`src/rtl/capsel_pkg.sv`:
```
package capsel_pkg;

   typedef enum logic [1:0] {
      SRC_NONE = 2'b00,
      SRC_TI2  = 2'b01,
      SRC_TI1  = 2'b10,
      SRC_TRIG = 2'b11
   } src_sel_e;

   localparam int N_SRC     = 3;
   localparam int MAX_RATIO = 6;

   // Prescaler code to edges-per-capture.
   function automatic int psc_ratio(input logic [1:0] code);
      case (code)
         2'b00:   return 1;
         2'b01:   return 2;
         2'b10:   return 4;
         default: return 6;
      endcase
   endfunction

   // Select code to source index (0: tin2, 1: tin1, 2: trig_in).
   function automatic int src_index(input src_sel_e sel);
      case (sel)
         SRC_TI2: return 0;
         SRC_TI1: return 1;
         default: return 2;
      endcase
   endfunction

endpackage

```
`src/rtl/capsel_cfg.sv`:
```
module capsel_cfg
   import capsel_pkg::*;
#(
   parameter int SEL_W = 2,
   parameter int PSC_W = 2
) (
   input  logic             clk,
   input  logic             rst_n,
   input  logic             chan_en,
   input  logic             cfg_wr,
   input  logic [SEL_W-1:0] sel_wdata,
   input  logic [PSC_W-1:0] psc_wdata,
   output src_sel_e         sel_q,
   output logic [PSC_W-1:0] psc_q,
   output logic             psc_clear
);

   if (SEL_W != 2) begin : g_bad_sel_w
      $error("capsel_cfg: SEL_W must be 2");
   end
   if (PSC_W != 2) begin : g_bad_psc_w
      $error("capsel_cfg: PSC_W must be 2");
   end

   logic sel_take;

   assign sel_take  = cfg_wr && !chan_en;
   assign psc_clear = cfg_wr && (psc_wdata != psc_q);

   always_ff @(posedge clk or negedge rst_n) begin
      if (!rst_n) begin
         sel_q <= SRC_NONE;
         psc_q <= '0;
      end else begin
         if (sel_take) sel_q <= src_sel_e'(sel_wdata);
         if (cfg_wr)   psc_q <= psc_wdata;
      end
   end

   AST_SEL_LOCKED: assert property (@(posedge clk) disable iff (!rst_n)
      chan_en |=> $stable(sel_q));

   AST_PSC_TAKEN: assert property (@(posedge clk) disable iff (!rst_n)
      cfg_wr |=> (psc_q == $past(psc_wdata)));

endmodule

```
`src/rtl/capsel_edge.sv`:
```
module capsel_edge #(
   parameter int NUM = 3
) (
   input  logic           clk,
   input  logic           rst_n,
   input  logic [NUM-1:0] lvl,
   output logic [NUM-1:0] rise
);

   if (NUM < 1) begin : g_bad_num
      $error("capsel_edge: NUM must be at least 1");
   end

   for (genvar i = 0; i < NUM; i++) begin : g_src
      logic prev_q;
      always_ff @(posedge clk or negedge rst_n) begin
         if (!rst_n) prev_q <= 1'b0;
         else        prev_q <= lvl[i];
      end
      assign rise[i] = lvl[i] && !prev_q;

      AST_RISE_ONLY: assert property (@(posedge clk) disable iff (!rst_n)
         rise[i] |=> !rise[i]);
   end

endmodule

```
`src/rtl/capsel_prescaler.sv`:
```
module capsel_prescaler
   import capsel_pkg::*;
#(
   parameter int PSC_W = 2,
   parameter int CNT_W = 3
) (
   input  logic             clk,
   input  logic             rst_n,
   input  logic             en,
   input  logic             clear,
   input  logic [PSC_W-1:0] psc_code,
   input  logic             edge_in,
   output logic             pulse_q
);

   localparam int MIN_CNT_W = $clog2(MAX_RATIO);

   if (CNT_W < MIN_CNT_W) begin : g_bad_cnt_w
      $error("capsel_prescaler: CNT_W too small for the largest ratio");
   end

   logic [CNT_W-1:0] cnt_q;
   logic [CNT_W-1:0] last_val;
   logic             wrap;

   assign last_val = CNT_W'(psc_ratio(psc_code) - 1);
   assign wrap     = edge_in && (cnt_q >= last_val);

   always_ff @(posedge clk or negedge rst_n) begin
      if (!rst_n) begin
         cnt_q   <= '0;
         pulse_q <= 1'b0;
      end else begin
         pulse_q <= 1'b0;
         if (!en || clear) begin
            cnt_q <= '0;
         end else if (wrap) begin
            cnt_q   <= '0;
            pulse_q <= 1'b1;
         end else if (edge_in) begin
            cnt_q <= cnt_q + 1'b1;
         end
      end
   end

   AST_CNT_IN_RANGE: assert property (@(posedge clk) disable iff (!rst_n)
      (!$past(clear)) |-> (int'(cnt_q) < psc_ratio(psc_code)));

   AST_CLEAR_ON_DISABLE: assert property (@(posedge clk) disable iff (!rst_n)
      !en |=> (cnt_q == '0));

   AST_CLEAR_ON_CODE: assert property (@(posedge clk) disable iff (!rst_n)
      clear |=> (cnt_q == '0) && !pulse_q);

endmodule

```
`src/rtl/capsel_front.sv`:
```
module capsel_front
   import capsel_pkg::*;
#(
   parameter int SEL_W = 2,
   parameter int PSC_W = 2,
   parameter int CNT_W = 3
) (
   input  logic             clk,
   input  logic             rst_n,
   input  logic             tin1,
   input  logic             tin2,
   input  logic             trig_in,
   input  logic             chan_en,
   input  logic             cfg_wr,
   input  logic [SEL_W-1:0] sel_wdata,
   input  logic [PSC_W-1:0] psc_wdata,
   output logic             cap_pulse
);

   src_sel_e         sel_q;
   logic [PSC_W-1:0] psc_q;
   logic             psc_clear;
   logic [N_SRC-1:0] src_lvl;
   logic [N_SRC-1:0] src_rise;
   logic             sel_edge;

   capsel_cfg #(.SEL_W(SEL_W), .PSC_W(PSC_W)) u_cfg (
      .clk       (clk),
      .rst_n     (rst_n),
      .chan_en   (chan_en),
      .cfg_wr    (cfg_wr),
      .sel_wdata (sel_wdata),
      .psc_wdata (psc_wdata),
      .sel_q     (sel_q),
      .psc_q     (psc_q),
      .psc_clear (psc_clear)
   );

   // Index order follows the select code minus one.
   assign src_lvl = {trig_in, tin1, tin2};

   capsel_edge #(.NUM(N_SRC)) u_edge (
      .clk   (clk),
      .rst_n (rst_n),
      .lvl   (src_lvl),
      .rise  (src_rise)
   );

   always_comb begin
      if (sel_q == SRC_NONE) sel_edge = 1'b0;
      else                   sel_edge = src_rise[src_index(sel_q)];
   end

   capsel_prescaler #(.PSC_W(PSC_W), .CNT_W(CNT_W)) u_psc (
      .clk      (clk),
      .rst_n    (rst_n),
      .en       (chan_en),
      .clear    (psc_clear),
      .psc_code (psc_q),
      .edge_in  (sel_edge),
      .pulse_q  (cap_pulse)
   );

   AST_OUTPUT_MODE_QUIET: assert property (@(posedge clk) disable iff (!rst_n)
      (sel_q == SRC_NONE) |=> !cap_pulse);

   AST_DISABLED_QUIET: assert property (@(posedge clk) disable iff (!rst_n)
      !chan_en |=> !cap_pulse);

   AST_PULSE_ONE_CYCLE: assert property (@(posedge clk) disable iff (!rst_n)
      cap_pulse |=> !cap_pulse);

   AST_PULSE_NEEDS_EDGE: assert property (@(posedge clk) disable iff (!rst_n)
      cap_pulse |-> $past(sel_edge));

endmodule

```
`config.mk`:
```
export PLATFORM = sky130hd
export DESIGN_NAME = capsel_front
export DESIGN_NICKNAME = d
export VERILOG_FILES = /design/src/rtl/capsel_pkg.sv /design/src/rtl/capsel_cfg.sv /design/src/rtl/capsel_edge.sv /design/src/rtl/capsel_prescaler.sv /design/src/rtl/capsel_front.sv
export SDC_FILE = /design/constraint.sdc
export NUM_CORES = 1
export LEC_CHECK = 0
export BUFFER_PORTS_ARGS = -buffer_cell sky130_fd_sc_hd__buf_2
export CAP_MARGIN = 15
export CELL_PAD_IN_SITES_DETAIL_PLACEMENT = 1
export CELL_PAD_IN_SITES_GLOBAL_PLACEMENT = 1
export CORE_MARGIN = 2
export CORE_UTILIZATION = 42
export CTS_BUF_LIST = sky130_fd_sc_hd__clkbuf_4
export DETAILED_ROUTE_END_ITERATION = 7
export PLACE_DENSITY = 0.86
export SLEW_MARGIN = 10
export SYNTH_ARGS = -nofsm -noshare
export SYNTH_HDL_FRONTEND = slang
export SYNTH_SLANG_ARGS = --single-unit
```
`constraint.sdc`:
```
create_clock -name clk -period 2.53 [get_ports clk]
set_input_delay 0.1265 -clock clk [delete_from_list [all_inputs] [get_ports clk]]
set_output_delay 0.1265 -clock clk [all_outputs]
set_load 0.1 [all_outputs]
```
; Yosys cells after proc, flatten, opt, wreduce, memory -nomap -nowiden
; Cells that the tools add are included.
[classes]
n_lt_le_gt_ge = 2
mux = 12
n_addsub = 2
reduce_logical = 14
n_eq_ne = 5
[op_table]
columns = operator, n
row1 = $lt 32x4->1 const B, 1
row2 = $mux 32, 1
row3 = $mux 3, 3
row4 = $pmux 3 s3, 1
row5 = $logic_and 1x1->1, 6
row6 = $mux 1, 5
row7 = $eq 2x1->1 const B, 2
row8 = $eq 2x2->1 const B, 2
row9 = $logic_not 1->1, 4
row10 = $logic_not 2->1, 2
row11 = $pmux 2 s2, 1
row12 = $add 3x1->3 const B, 1
row13 = $ge 3x3->1, 1
row14 = $reduce_bool 3->1, 1
row15 = $sub 3x1->3 const B, 1
row16 = $bmux 1 s2, 1
row17 = $ne 2x2->1, 1
row18 = $logic_or 1x1->1, 1
[word_totals]
ff_bits = 11
out_inout_bits = 1

; Depth between registers and ports, before layout
[depth]
depth_word = 10
depth_mapped = 6

; By module
; A second synthesis with hierarchy kept.
[unflattened]
hier_cells = 57
hier_area_um2 = 685.7
[by_module_without_submodules]
columns = mod, n_inst, cells_per_inst, area_each_um2, seq_area_each_um2
row1 = capsel_prescaler, 1, 31, 311.5, 100.1
row2 = capsel_cfg, 1, 12, 191.4, 100.1
row3 = capsel_edge, 1, 6, 116.4, 75.1
row4 = capsel_front, 1, 8, 66.3, 0.0

; Least setup slack after synthesis
; Ideal clock, no wire load.
[synth_timing]
path_kind = register to register
start = register u_cfg.psc_q[0]
end = register u_psc.pulse_q
path_slack_ps = 707
n_path_buf = 0
required_time_ps = 2458
stages_incl_launch_ff = 7
arrival_ps = 1751
period_less_slack_ps = 1823
path_cell_list = dfrtp_1 or2_2 ha_1 nand2b_1 a31oi_1 or4_1 nor2_1
[synth_between]
elab_chain_len = 7
word_cells_on_any_way = 12
[synth_lines]
columns = element, line_no
row1 = from (decl), capsel_cfg.sv:14  ; output logic [PSC_W-1:0] psc_q,
row2 = from (signal assigned), capsel_cfg.sv:36  ; if (cfg_wr) psc_q <= psc_wdata;
row3 = "$eq 2x2->1, or another cell as far along", capsel_pkg.sv:15  ; case (code)
row4 = $pmux 3 s3, capsel_pkg.sv:15
row5 = $sub 3x1->3, capsel_prescaler.sv:26  ; assign last_val = CNT_W'(psc_ratio(psc_code) - 1);
row6 = $ge 3x3->1, capsel_prescaler.sv:27  ; assign wrap = edge_in && (cnt_q >= last_val);
row7 = $logic_and 1x1->1, capsel_prescaler.sv:27
row8 = $mux 1, capsel_prescaler.sv:37  ; end else if (wrap) begin
row9 = $mux 1 *, capsel_prescaler.sv:35  ; if (!en || clear) begin
row10 = to (signal assigned), capsel_prescaler.sv:32  ; pulse_q <= 1'b0;
row11 = to (signal assigned), capsel_prescaler.sv:34  ; pulse_q <= 1'b0;
row12 = to (signal assigned), capsel_prescaler.sv:39  ; pulse_q <= 1'b1;
row13 = to (decl), capsel_prescaler.sv:13  ; output logic pulse_q
; Mark *: on every way between the ends. The rest lies on a longest branch, timed or not.
; A chain may end at the register's enable or synchronous reset.

; Final worst setup path
[layout_timing]
start = register u_cfg.psc_q[1]
end = register u_psc.pulse_q
; Same word-level chain as after synthesis.

==> impl_metrics.env <==
export IMPL_required_ns=2.73
export IMPL_fin_crit_ns=1.91
export IMPL_grt_usage=0.194
export IMPL_synth_seq_cells=11
export IMPL_cts_root_buf="clkbuf_4"
export IMPL_clock_latency_ns=0.27
export IMPL_cts_buffer_depth=2
export IMPL_syn_inst=61
export IMPL_htreeDepth=1
export IMPL_ir_drop_uv=396
export IMPL_crit_slowest_cell="or4_1"
export IMPL_globalRouteOverflowTotal=0
export IMPL_clkSinkCount=11
export IMPL_r2r_start="u_cfg.psc_q[1]$_DFFE_PN0P_"
export IMPL_yosysTopAreaCell="dfrtp_1"
export IMPL_drive_gt1_frac=0.225
export IMPL_synthMostInstantiatedCell="dfrtp_1"
export IMPL_fmax_ghz=0.523
export IMPL_timing_hold_worst_path_depth=3
export IMPL_cap_violations=0
export IMPL_min_to="u_cfg.sel_q[1]$_DFFE_PN0P_"
export IMPL_p_leak_nw=0.377
export IMPL_critical_path_class="reg2reg"
export IMPL_ios=12
export IMPL_cts_tree="done"
export IMPL_fin_crit_sh=0.755
export IMPL_status="completed"
export IMPL_dieArea_sq_um=1820
export IMPL_critPathMaxStageDelay_ns=0.51
export IMPL_min_path_type="in2reg"
export IMPL_multi_input_area_sq_um=334
export IMPL_start_kind="flip-flop"
export IMPL_core_area_sq_um=1350
export IMPL_worstMarginPinSlew_ns=0.484
export IMPL_wirelength_mm=1.39
export IMPL_async_reset_ff_frac=1.00
export IMPL_rsz0062_at_grt="false"
export IMPL_ant_nets=0
export IMPL_hpwlAfterDp_mm=1.10
export IMPL_finalHoldViolations=0
export IMPL_vias=536
export IMPL_place_ws_ns=0.622
export IMPL_syn_mean_instance_area_sq_um=10.3
export IMPL_ctsHoldBuffers=4
export IMPL_path_cells="or2_2 -> ha_1 -> nand2b_1 -> a31oi_1 -> or4_1 -> nor2_1"
export IMPL_worst_path_buf_inv=0
export IMPL_area_delta_synth_final_pct=22.9
export IMPL_die_w_um=42.7
export IMPL_setup_viol=0
export IMPL_syn_cell_area_sq_um=628
export IMPL_power_density_nw_per_um2=585
export IMPL_synth_edff_count=0
export IMPL_wl_per_cell_um=14.7
export IMPL_route_detailed_drc=0
export IMPL_reg2reg_slack_ns=0.62
export IMPL_die_h_um=42.7
export IMPL_reg2reg_depth=6
export IMPL_setup_tns_ns=0
export IMPL_relSlewSlack=0.679
export IMPL_hp_start="sel_wdata[1]"
export IMPL_synth_cell_types=23
export IMPL_num_antenna_cells=0
export IMPL_grt_max_degree=12
export IMPL_cts_setup_buffers=0
export IMPL_r2r_end="u_psc.pulse_q$_DFF_PN0_"
export IMPL_drt_iter0_drc=0
export IMPL_layout_setup_ws_ns=0.619
export IMPL_clock_skew_ns=0.00480
export IMPL_num_rows=13
export IMPL_cp_max_fo=5
export IMPL_cp_arrival_ns=2.12
export IMPL_synth_main_ff_cell="dfrtp_1"
export IMPL_start_util=0.465
export IMPL_crit_path_end_kind="flip-flop"
export IMPL_fillCellCount=166
export IMPL_nNetsFinal=98
export IMPL_dr_pass1_iters=1
export IMPL_cts_resized=0
export IMPL_synth_common_cells="11 x dfrtp_1, 6 x ha_1, 5 x a21oi_1, 5 x inv_1"
export IMPL_ys_top_cells_by_area="dfrtp_1 44%, ha_1 12%, a21oi_1 4.0%, nand2b_1 4.0%, mux2_2 3.6%"
export IMPL_portBuffers=11
export IMPL_viasPerCell=5.64
export IMPL_cts_buffers=3
export IMPL_syn_nets=78
export IMPL_yosys_warnings=0
export IMPL_grt_pass1_vias=574
export IMPL_seqCellArea_sq_um=275
export IMPL_globalplace_congestion=0.753
export IMPL_drv_slew=0
export IMPL_synth_top_area_share=0.438
export IMPL_antenna_found_initial=0
export IMPL_seq_area_frac_synth=0.438
export IMPL_clk_pin_slew_worst_paths_ns=0.07
export IMPL_cp_top_family="simple AND/OR/NAND/NOR gates"
export IMPL_grt_pass1_wl_mm=2.60
-- placed cells by master (no fill, tap or decap), drive strengths merged --
cell type | netlist | final
nand3b | 1 | 1
xor2 | 2 | 2
o21ai | 3 | 3
o31ai | 2 | 2
nor2 | 1 | 1
a311oi | 2 | 2
a31oi | 1 | 1
a21o | 1 | 1
nand2b | 4 | 4
nor2b | 3 | 3
nand2 | 4 | 4
mux2 | 2 | 2
or4 | 1 | 1
ha | 6 | 6
o211ai | 1 | 1
or2 | 1 | 1
buf | 0 | 11
o2111ai | 2 | 2
dfrtp | 11 | 11
o41ai | 1 | 1
clkbuf | 0 | 4
dlygate4sd3 | 0 | 4
and2 | 1 | 1
inv | 5 | 5
a21oi | 5 | 5
a22o | 1 | 1
-- cells by family after synthesis --
kind of cell             after synthesis  share of synthesized area
adder cells (fa/ha/maj)                6                      0.120
flip-flops                            11                      0.438
AND/OR/NAND/NOR                       16                      0.143
AO/OA/AOI/OAI                         19                      0.205
XOR/XNOR                               2                     0.0279
buffers and inverters                  5                     0.0299
multiplexers                           2                     0.0359
-- registers in the layout, indices dropped and copies added, names as in the netlist --
signal,flops
u_cfg.psc_q,2
u_cfg.sel_q,2
u_edge.g_src.prev_q,3
u_psc.cnt_q,3
u_psc.pulse_q,1
-- how the worst max path moves through the flow --
stage	start	end	slack [ns]	cells past startpoint
after global placement	u_cfg.psc_q[0]$_DFFE_PN0P_	u_psc.pulse_q$_DFF_PN0_	0.66	6
after global routing	u_cfg.psc_q[1]$_DFFE_PN0P_	u_psc.cnt_q[0]$_DFFE_PN0P_	0.45	6
after floorplan	u_cfg.psc_q[0]$_DFFE_PN0P_	u_psc.pulse_q$_DFF_PN0_	0.71	6
after detailed placement	u_cfg.psc_q[1]$_DFFE_PN0P_	u_psc.pulse_q$_DFF_PN0_	0.62	6
after CTS	u_cfg.psc_q[1]$_DFFE_PN0P_	u_psc.pulse_q$_DFF_PN0_	0.60	6
final	u_cfg.psc_q[1]$_DFFE_PN0P_	u_psc.pulse_q$_DFF_PN0_	0.62	6
-- through the flow --
step	instances	instance area (sq um)	total power (W)	hold WS, ns	utilization
6_report	95	772	0.000451	0.0685	0.572
5_1_grt	95	772	0.000486	0.0818	0.572
4_1_cts	95	772	0.000456	0.0523	0.572
3_5_place_dp	87	702	0.000320	0.00829	0.520
3_3_place_gp	87	702	0.000315	0.00485	0.520
2_1_floorplan	61	628	0.000284	-0.169	-
-- worst reg2reg max path: stages (launching register included) --
cell	delay, ns
dfrtp_1	0.43
or2_2	0.30
ha_1	0.27
nand2b_1	0.13
a31oi_1	0.13
or4_1	0.51
nor2_1	0.09
-- per-layer routing --
| layer | global-route usage | vias up | share of wire |
|---|---|---|---|
| met1 | 0.239 | 261 | 0.45 |
| met2 | 0.324 | 9 | 0.49 |
| met3 | 0.0426 | 4 | 0.027 |
| li1 | - | 262 | - |
| met4 | 0.0813 | 0 | 0.032 |
| met5 | 0 | - | 0 |
-- final cells by class --
type / count / area share
inverters: 5 / 0.0243
well taps: 15 / 0.0243
repair buffers: 15 / 0.123
multi-input cells: 45 / 0.433
clock buffers: 4 / 0.0389
flip-flops and latches: 11 / 0.357
-- power by group --
part	leakage (nW)	internal, W	switching [W]	total [W]
clock	0.0184	0.0000718	0.0000570	0.000129
combinational	0.220	0.0000525	0.0000724	0.000125
sequential	0.138	0.000188	0.00000945	0.000198
total	0.377	0.000313	0.000139	0.000451
Power figures use the tool's default switching activity.
